**src/rtl/fsb_pkg.sv**
```systemverilog
package fsb_pkg;

  typedef enum logic [2:0] {
    CMD_SLEEP,
    CMD_STALL,
    CMD_DESEL,
    CMD_CDESEL,
    CMD_RD_BEG,
    CMD_WR_BEG,
    CMD_RD_CONT,
    CMD_WR_CONT
  } fsb_cmd_e;

endpackage

```
**src/rtl/fsb_decode.sv**
```systemverilog
module fsb_decode
  import fsb_pkg::*;
(
  input  logic     sleep,
  input  logic     clk_en_n,
  input  logic     adv_ld,
  input  logic     sel_a_n,
  input  logic     sel_b,
  input  logic     sel_c_n,
  input  logic     rd_nwr,
  input  logic     act_q,
  input  logic     rd_q,
  output fsb_cmd_e cmd
);

  logic sel_ok;
  assign sel_ok = !sel_a_n && sel_b && !sel_c_n;

  // priority: sleep, then stall, then load/advance
  always_comb begin
    if (sleep)             cmd = CMD_SLEEP;
    else if (clk_en_n)     cmd = CMD_STALL;
    else if (!adv_ld) begin
      if (!sel_ok)         cmd = CMD_DESEL;
      else if (rd_nwr)     cmd = CMD_RD_BEG;
      else                 cmd = CMD_WR_BEG;
    end
    else if (!act_q)       cmd = CMD_CDESEL;
    else if (rd_q)         cmd = CMD_RD_CONT;
    else                   cmd = CMD_WR_CONT;
  end

endmodule

```
**src/rtl/fsb_addr.sv**
```systemverilog
module fsb_addr #(
  parameter int AW = 6
) (
  input  logic          clk,
  input  logic          rst_n,
  input  logic          load,
  input  logic          step,
  input  logic [AW-1:0] addr_in,
  output logic [AW-1:0] cur_addr,
  output logic [AW-1:0] acc_addr
);

  // wrap-around increment within an aligned group of four words
  function automatic logic [AW-1:0] wrap_step(input logic [AW-1:0] a);
    logic [1:0] low;
    low = a[1:0] + 2'd1;
    return {a[AW-1:2], low};
  endfunction

  assign acc_addr = load ? addr_in : wrap_step(cur_addr);

  always_ff @(posedge clk or negedge rst_n) begin
    if (!rst_n)            cur_addr <= '0;
    else if (load || step) cur_addr <= acc_addr;
  end

endmodule

```
**src/rtl/fsb_array.sv**
```systemverilog
module fsb_array #(
  parameter int AW = 6,
  parameter int NB = 4
) (
  input  logic            clk,
  input  logic            rst_n,
  input  logic [NB-1:0]   be,
  input  logic [AW-1:0]   waddr,
  input  logic [8*NB-1:0] wdata,
  input  logic [AW-1:0]   raddr,
  output logic [8*NB-1:0] rword
);

  localparam int DEPTH = 1 << AW;

  for (genvar g = 0; g < NB; g++) begin : g_lane
    logic [7:0] lane_mem [DEPTH];

    always_ff @(posedge clk or negedge rst_n) begin
      if (!rst_n) begin
        for (int i = 0; i < DEPTH; i++) lane_mem[i] <= '0;
      end else if (be[g]) begin
        lane_mem[waddr] <= wdata[8*g +: 8];
      end
    end

    assign rword[8*g +: 8] = lane_mem[raddr];
  end

endmodule

```
**src/rtl/fsb_sram.sv**
```systemverilog
module fsb_sram
  import fsb_pkg::*;
#(
  parameter int AW = 6,
  parameter int NB = 4
) (
  input  logic            clk,
  input  logic            rst_n,
  input  logic [AW-1:0]   addr_in,
  input  logic            sel_a_n,
  input  logic            sel_b,
  input  logic            sel_c_n,
  input  logic            adv_ld,
  input  logic            rd_nwr,
  input  logic [NB-1:0]   byte_we_n,
  input  logic            out_en_n,
  input  logic            clk_en_n,
  input  logic            sleep,
  input  logic [8*NB-1:0] wdata,
  output logic [8*NB-1:0] rdata,
  output logic            rdata_vld
);

  localparam int DW = 8 * NB;

  fsb_cmd_e      cmd;
  logic          act_q, rd_q, drive_q;
  logic          load, step, is_wr, wr_fire;
  logic [NB-1:0] be;
  logic [AW-1:0] cur_addr, acc_addr;
  logic [DW-1:0] arr_word;

  fsb_decode u_dec (
    .sleep(sleep), .clk_en_n(clk_en_n), .adv_ld(adv_ld),
    .sel_a_n(sel_a_n), .sel_b(sel_b), .sel_c_n(sel_c_n),
    .rd_nwr(rd_nwr), .act_q(act_q), .rd_q(rd_q), .cmd(cmd)
  );

  assign load    = (cmd == CMD_RD_BEG)  || (cmd == CMD_WR_BEG);
  assign step    = (cmd == CMD_RD_CONT) || (cmd == CMD_WR_CONT);
  assign is_wr   = (cmd == CMD_WR_BEG)  || (cmd == CMD_WR_CONT);
  assign be      = is_wr ? ~byte_we_n : '0;
  assign wr_fire = |be;

  fsb_addr #(.AW(AW)) u_addr (
    .clk(clk), .rst_n(rst_n), .load(load), .step(step),
    .addr_in(addr_in), .cur_addr(cur_addr), .acc_addr(acc_addr)
  );

  fsb_array #(.AW(AW), .NB(NB)) u_arr (
    .clk(clk), .rst_n(rst_n), .be(be), .waddr(acc_addr),
    .wdata(wdata), .raddr(cur_addr), .rword(arr_word)
  );

  always_ff @(posedge clk or negedge rst_n) begin
    if (!rst_n) begin
      act_q   <= 1'b0;
      rd_q    <= 1'b0;
      drive_q <= 1'b0;
    end else begin
      case (cmd)
        CMD_SLEEP:   drive_q <= 1'b0;
        CMD_STALL:   ;
        CMD_DESEL: begin
          act_q   <= 1'b0;
          drive_q <= 1'b0;
        end
        CMD_CDESEL:  drive_q <= 1'b0;
        CMD_RD_BEG: begin
          act_q   <= 1'b1;
          rd_q    <= 1'b1;
          drive_q <= !out_en_n;
        end
        CMD_WR_BEG: begin
          act_q   <= 1'b1;
          rd_q    <= 1'b0;
          drive_q <= 1'b0;
        end
        CMD_RD_CONT: drive_q <= !out_en_n;
        CMD_WR_CONT: drive_q <= 1'b0;
        default:     drive_q <= 1'b0;
      endcase
    end
  end

  assign rdata_vld = drive_q && !sleep;
  assign rdata     = rdata_vld ? arr_word : '0;

endmodule

```
**config.mk**
```make
export PLATFORM = sky130hd
export DESIGN_NAME = fsb_sram
export DESIGN_NICKNAME = d
export VERILOG_FILES = /design/src/rtl/fsb_pkg.sv /design/src/rtl/fsb_decode.sv /design/src/rtl/fsb_addr.sv /design/src/rtl/fsb_array.sv /design/src/rtl/fsb_sram.sv
export SDC_FILE = /design/constraint.sdc
export NUM_CORES = 2
export LEC_CHECK = 0
export CORE_MARGIN = 3
export CORE_UTILIZATION = 25
export DETAILED_ROUTE_END_ITERATION = 8
export GPL_ROUTABILITY_DRIVEN = 0
export PLACE_DENSITY = 0.42
export REMOVE_ABC_BUFFERS = 1
export SLEW_MARGIN = 0
export SYNTH_ARGS = -nofsm -noshare
export SYNTH_HDL_FRONTEND = slang
export SYNTH_SLANG_ARGS = --single-unit
```
**constraint.sdc**
```tcl
create_clock -name clk -period 2.7 [get_ports clk]
set_clock_uncertainty 0.2 [all_clocks]
set_input_delay 0.405 -clock clk [delete_from_list [all_inputs] [get_ports clk]]
set_output_delay 0.405 -clock clk [all_outputs]
set_load 0.05 [all_outputs]
```
==> impl_results.md <==
* Number of antenna violations at the first check in global routing at 8
* Post-detailed-placement half-perimeter wirelength at 228000 um
* Later-pin clock latency in the skew report at about 0.93 ns
* Cell count after placement at 11.9k
* Fraction of layout cells with a size suffix above 1 at between 60 and 70%
* Critical Path Sink Type: primary output
* Leading cell type in the layout, fill and taps excluded: dfrtp_1
* Global router's overall resource usage at between 15 and 20%
* Yosys top cell area share at 53.8%
* Post-CTS clock slew at the launch and capture registers of the worst setup and hold paths at roughly 0.060 ns
* Core Rows at ~230
* Count of synthesis-stage warnings from yosys at 0
* First-pass GRT wire length at 477000 um
* Crit-path slowest cell: or4_4
* Number of standard cells in the layout, taps in and fillers out at 12.4k
* Failing checks: setup timing
* Slew headroom at 36.0%
* Final setup vio count at 2080
* Distinct cell type count of the synthesized netlist at 84
* Number of global-route vias before repair at 64.1k
* Total die area at 0.390 sq mm
* Register area at 0.0515 sq mm
* Top fanout value on the critical path at 6
* Cell family with most CP delay: buffers and inverters
* Maximum frequency from static timing analysis at 235 MHz
* Required time of the worst setup path at between 2 and 2.5 ns
* Most used DFF post-synth: dfrtp_1
* Pin count of the biggest net entering global routing at 118
* Mean instance size in the synthesized netlist at 15.2 sq um
* Hold path start: wdata[12]
* Top cells by area, synth: dfrtp_1, mux2_2, mux4_2
* Average wire per standard cell at 26.5 um
* Biggest area consumer among synthesized cells: dfrtp_1
* Number of flops mapped to enable cells by yosys at 0
* Largest buffer count on any clock path at 4
* Final routed DRC violation total at 0
* Delay of the slowest cell on the worst path at 0.56 ns
* First-pass iteration count of the detailed router at 5
* Global route total overflow at 0
* Aggregate routed wire length at 330000 um
* Period minus WS final at 4.25 ns
* Worst endpoint data arrival time at roughly 3.7 ns
* Share of the clock period used by the worst path at 158%
* Worst hold path class: in -> reg
* Number of levels the H-tree was split into at 4
* Via count normalized by instance count at 4.78
* Synth Area in Compound Gates at 2.60%
* Y dimension of the die at 625 um
* Total leakage power at 58.4 nW
* Power density over cell area at 691 mW/mm^2
* Final Max Tran Viols at 0
* CTS root buf: clkbuf_16
* Post-layout nets at 7286
* Clk sink count at 2057
* Share of cell area taken by muxes after synthesis at 37.4%
* Number of I/O port buffers at 84
* Number of top-level design ports at 85
* Maximum resistive drop on vdd at 0.596 mV
* Iteration-0 DRC count of the detailed router at 3347
* Class of the most critical setup path: reg -> out
* Async set or reset register ratio after synthesis at 100%
* Number of cells produced by synthesis at 6285
* Worst setup path start: u_addr.cur_addr[0]
* Share of the synthesized netlist area taken by xor and xnor gates at 0.0183%
* Area used by multi-input combinational logic at 0.0449 sq mm
* Synthesis-to-layout area growth at 30.8%
* Post-DRT Antenna Nets at 0
* Adder and majority gate portion of the synthesized area at 0%
* Worst slack at placement at -1.40 ns
* TritonCTS clock tree: built
* Nature of the critical path startpoint: flip-flop
* Clock buffers created by TritonCTS at roughly 240
* Sequential cell area fraction in the yosys report at between 50 and 60%
* Most prevalent standard cell on the critical path: buf_6
* Setup repair after global routing missed its margin: true
* Post-synthesis simple-gate area fraction at roughly 3.9%
* Number of buffer and inverter stages on the critical path at 5
* Cell area after synthesis at ~0.096 sq mm
* Final hold violations at 0
* Final setup slack of the worst path at -1.55 ns
* FILL cells at 37.3k
* Total via count after detailed routing at 59.4k
* Initial standard-cell utilization of the core at 25.2%
* Actual slew at the worst max-slew pin at 0.957 ns
* Cell breakdown of the critical path: buf_12 > buf_16 > buf_6 > buf_6 > mux4_2 > a32o_2 > or4_4 > o211a_4 > buf_8
* Source of the worst register-to-register timing path: u_addr.cur_addr[0]
* Floorplan core area at 0.380 sq mm
* Combinational family with the most area after synthesis: multiplexers
* Die X-Extent at 625 um
* FF-to-FF setup slack at -0.66 ns
* Max capacitance violation total at 0
* Status: finished with violations
* Synth Register Bits at 2057
* Commonest cells after routing, fill and taps aside: dfrtp_1, mux2_2, buf_4
## sequential cells by signal (all words and copies together) (netlist names)
| name | count |
|---|---|
| u_arr.g_lane.lane_mem | 2048 |
| u_addr.cur_addr | 6 |
| act_q | 1 |
| drive_q | 1 |
| rd_q | 1 |
## per-layer routing
metal | share of wire [%] | vias up | global-route usage [%]
met1 | 46 | 32500 | 23.0
met3 | 3.4 | 413 | 2.03
li1 | - | 25500 | -
met5 | 0 | - | 0
met4 | 3.3 | 0 | 4.80
met2 | 48 | 980 | 27.3
## synth_stat cells (all sizes together), types with 5 or more instances
| cell | n |
|---|---|
| dfrtp | 2057 |
| mux2 | 2054 |
| mux4 | 486 |
| nand2 | 332 |
| clkbuf | 318 |
| buf | 184 |
| mux2i | 173 |
| nor2 | 102 |
| o21ai | 67 |
| nand3 | 66 |
| a221oi | 57 |
| a32oi | 36 |
| a21oi | 33 |
| inv | 31 |
| o221ai | 25 |
| nor3 | 23 |
| nor4 | 21 |
| o32ai | 20 |
| nand2b | 17 |
| o22ai | 16 |
| nor2b | 13 |
| a22oi | 12 |
| nand3b | 12 |
| a211oi | 10 |
| or3 | 10 |
| or2 | 9 |
| nand4 | 7 |
| a211o | 6 |
| a21o | 6 |
| a32o | 6 |
| and2 | 6 |
| o211ai | 6 |
| o211a | 5 |
| or4 | 5 |
## cell type report
type | count | area share [%]
antenna | 5 | 0.00999
clock buffer | 357 | 5.51
sequential | 2057 | 41.1
timing repair buffer | 1212 | 11.8
multi-input combinational | 3694 | 35.8
tap | 5016 | 5.01
inverter | 32 | 0.104
clock inverter | 73 | 0.665
## report_power, final
group,switching (mW),internal [mW],total [mW]
clock network,13.5,18.9,32.4
logic,11.9,10.7,22.6
registers,0.262,31.3,31.5
total,25.6,60.9,86.5
## worst reg2reg max path: stages, from the launching register on
cell	delay, ns
dfrtp_4	0.50
buf_12	0.17
buf_12	0.18
buf_8	0.13
buf_12	0.14
buf_8	0.13
xnor2_4	0.14
buf_6	0.14
or3_4	0.36
buf_6	0.13
buf_6	0.11
o32ai_4	0.18
buf_6	0.21
buf_12	0.12
nand2_8	0.08
mux2_2	0.30
## cell families (layout without fill, tap and decap cells)
kind of cell / Yosys count / after routing
AOI/OAI and AO/OA: 329 / 329
xor gates and xnor gates: 2 / 2
buffers and inverters: 534 / 1674
DFF: 2057 / 2057
muxes: 2713 / 2713
other: 0 / 5
and+or+nand+nor: 650 / 650
## worst paths after layout
check                                                end  depth (start not counted)
hold reg to reg            u_arr.g_lane[0].lane_mem[229]                          1
max in group asynchronous  u_arr.g_lane[2].lane_mem[138]                          5
setup / recovery                               rdata[31]                          9
min in group asynchronous   u_arr.g_lane[0].lane_mem[22]                          4
setup reg to reg           u_arr.g_lane[0].lane_mem[386]                         15
hold / removal              u_arr.g_lane[1].lane_mem[68]                          2
## timing repair
item,in CTS,in global routing
hold buffers,34,0
setup endpoints to repair,2080,2090
setup buffers,66,76
gates resized for setup,411,309
pin swaps,69,100
hold endpoints to repair,2994,0
gates cloned,5,10
## stage by stage
| step | total power [mW] | cell area, sq um | util, % | setup TNS, ns | hold WS [ns] |
|---|---|---|---|---|---|
| floorplan | 35.6 | 93700 | - | - | -0.0906 |
| global placement | 51.0 | 112000 | 29.6 | -2011.14 | 0.262 |
| detailed placement | 51.0 | 112000 | 29.6 | -1980.44 | 0.274 |
| CTS | 86.2 | 123000 | 32.4 | -952.43 | 0.0147 |
| global route | 90.0 | 125000 | 33.0 | -1127.66 | 0.0507 |
| finish | 86.5 | 125000 | 33.0 | -998.85 | 0.0534 |
(Power assumes the default switching activity.)
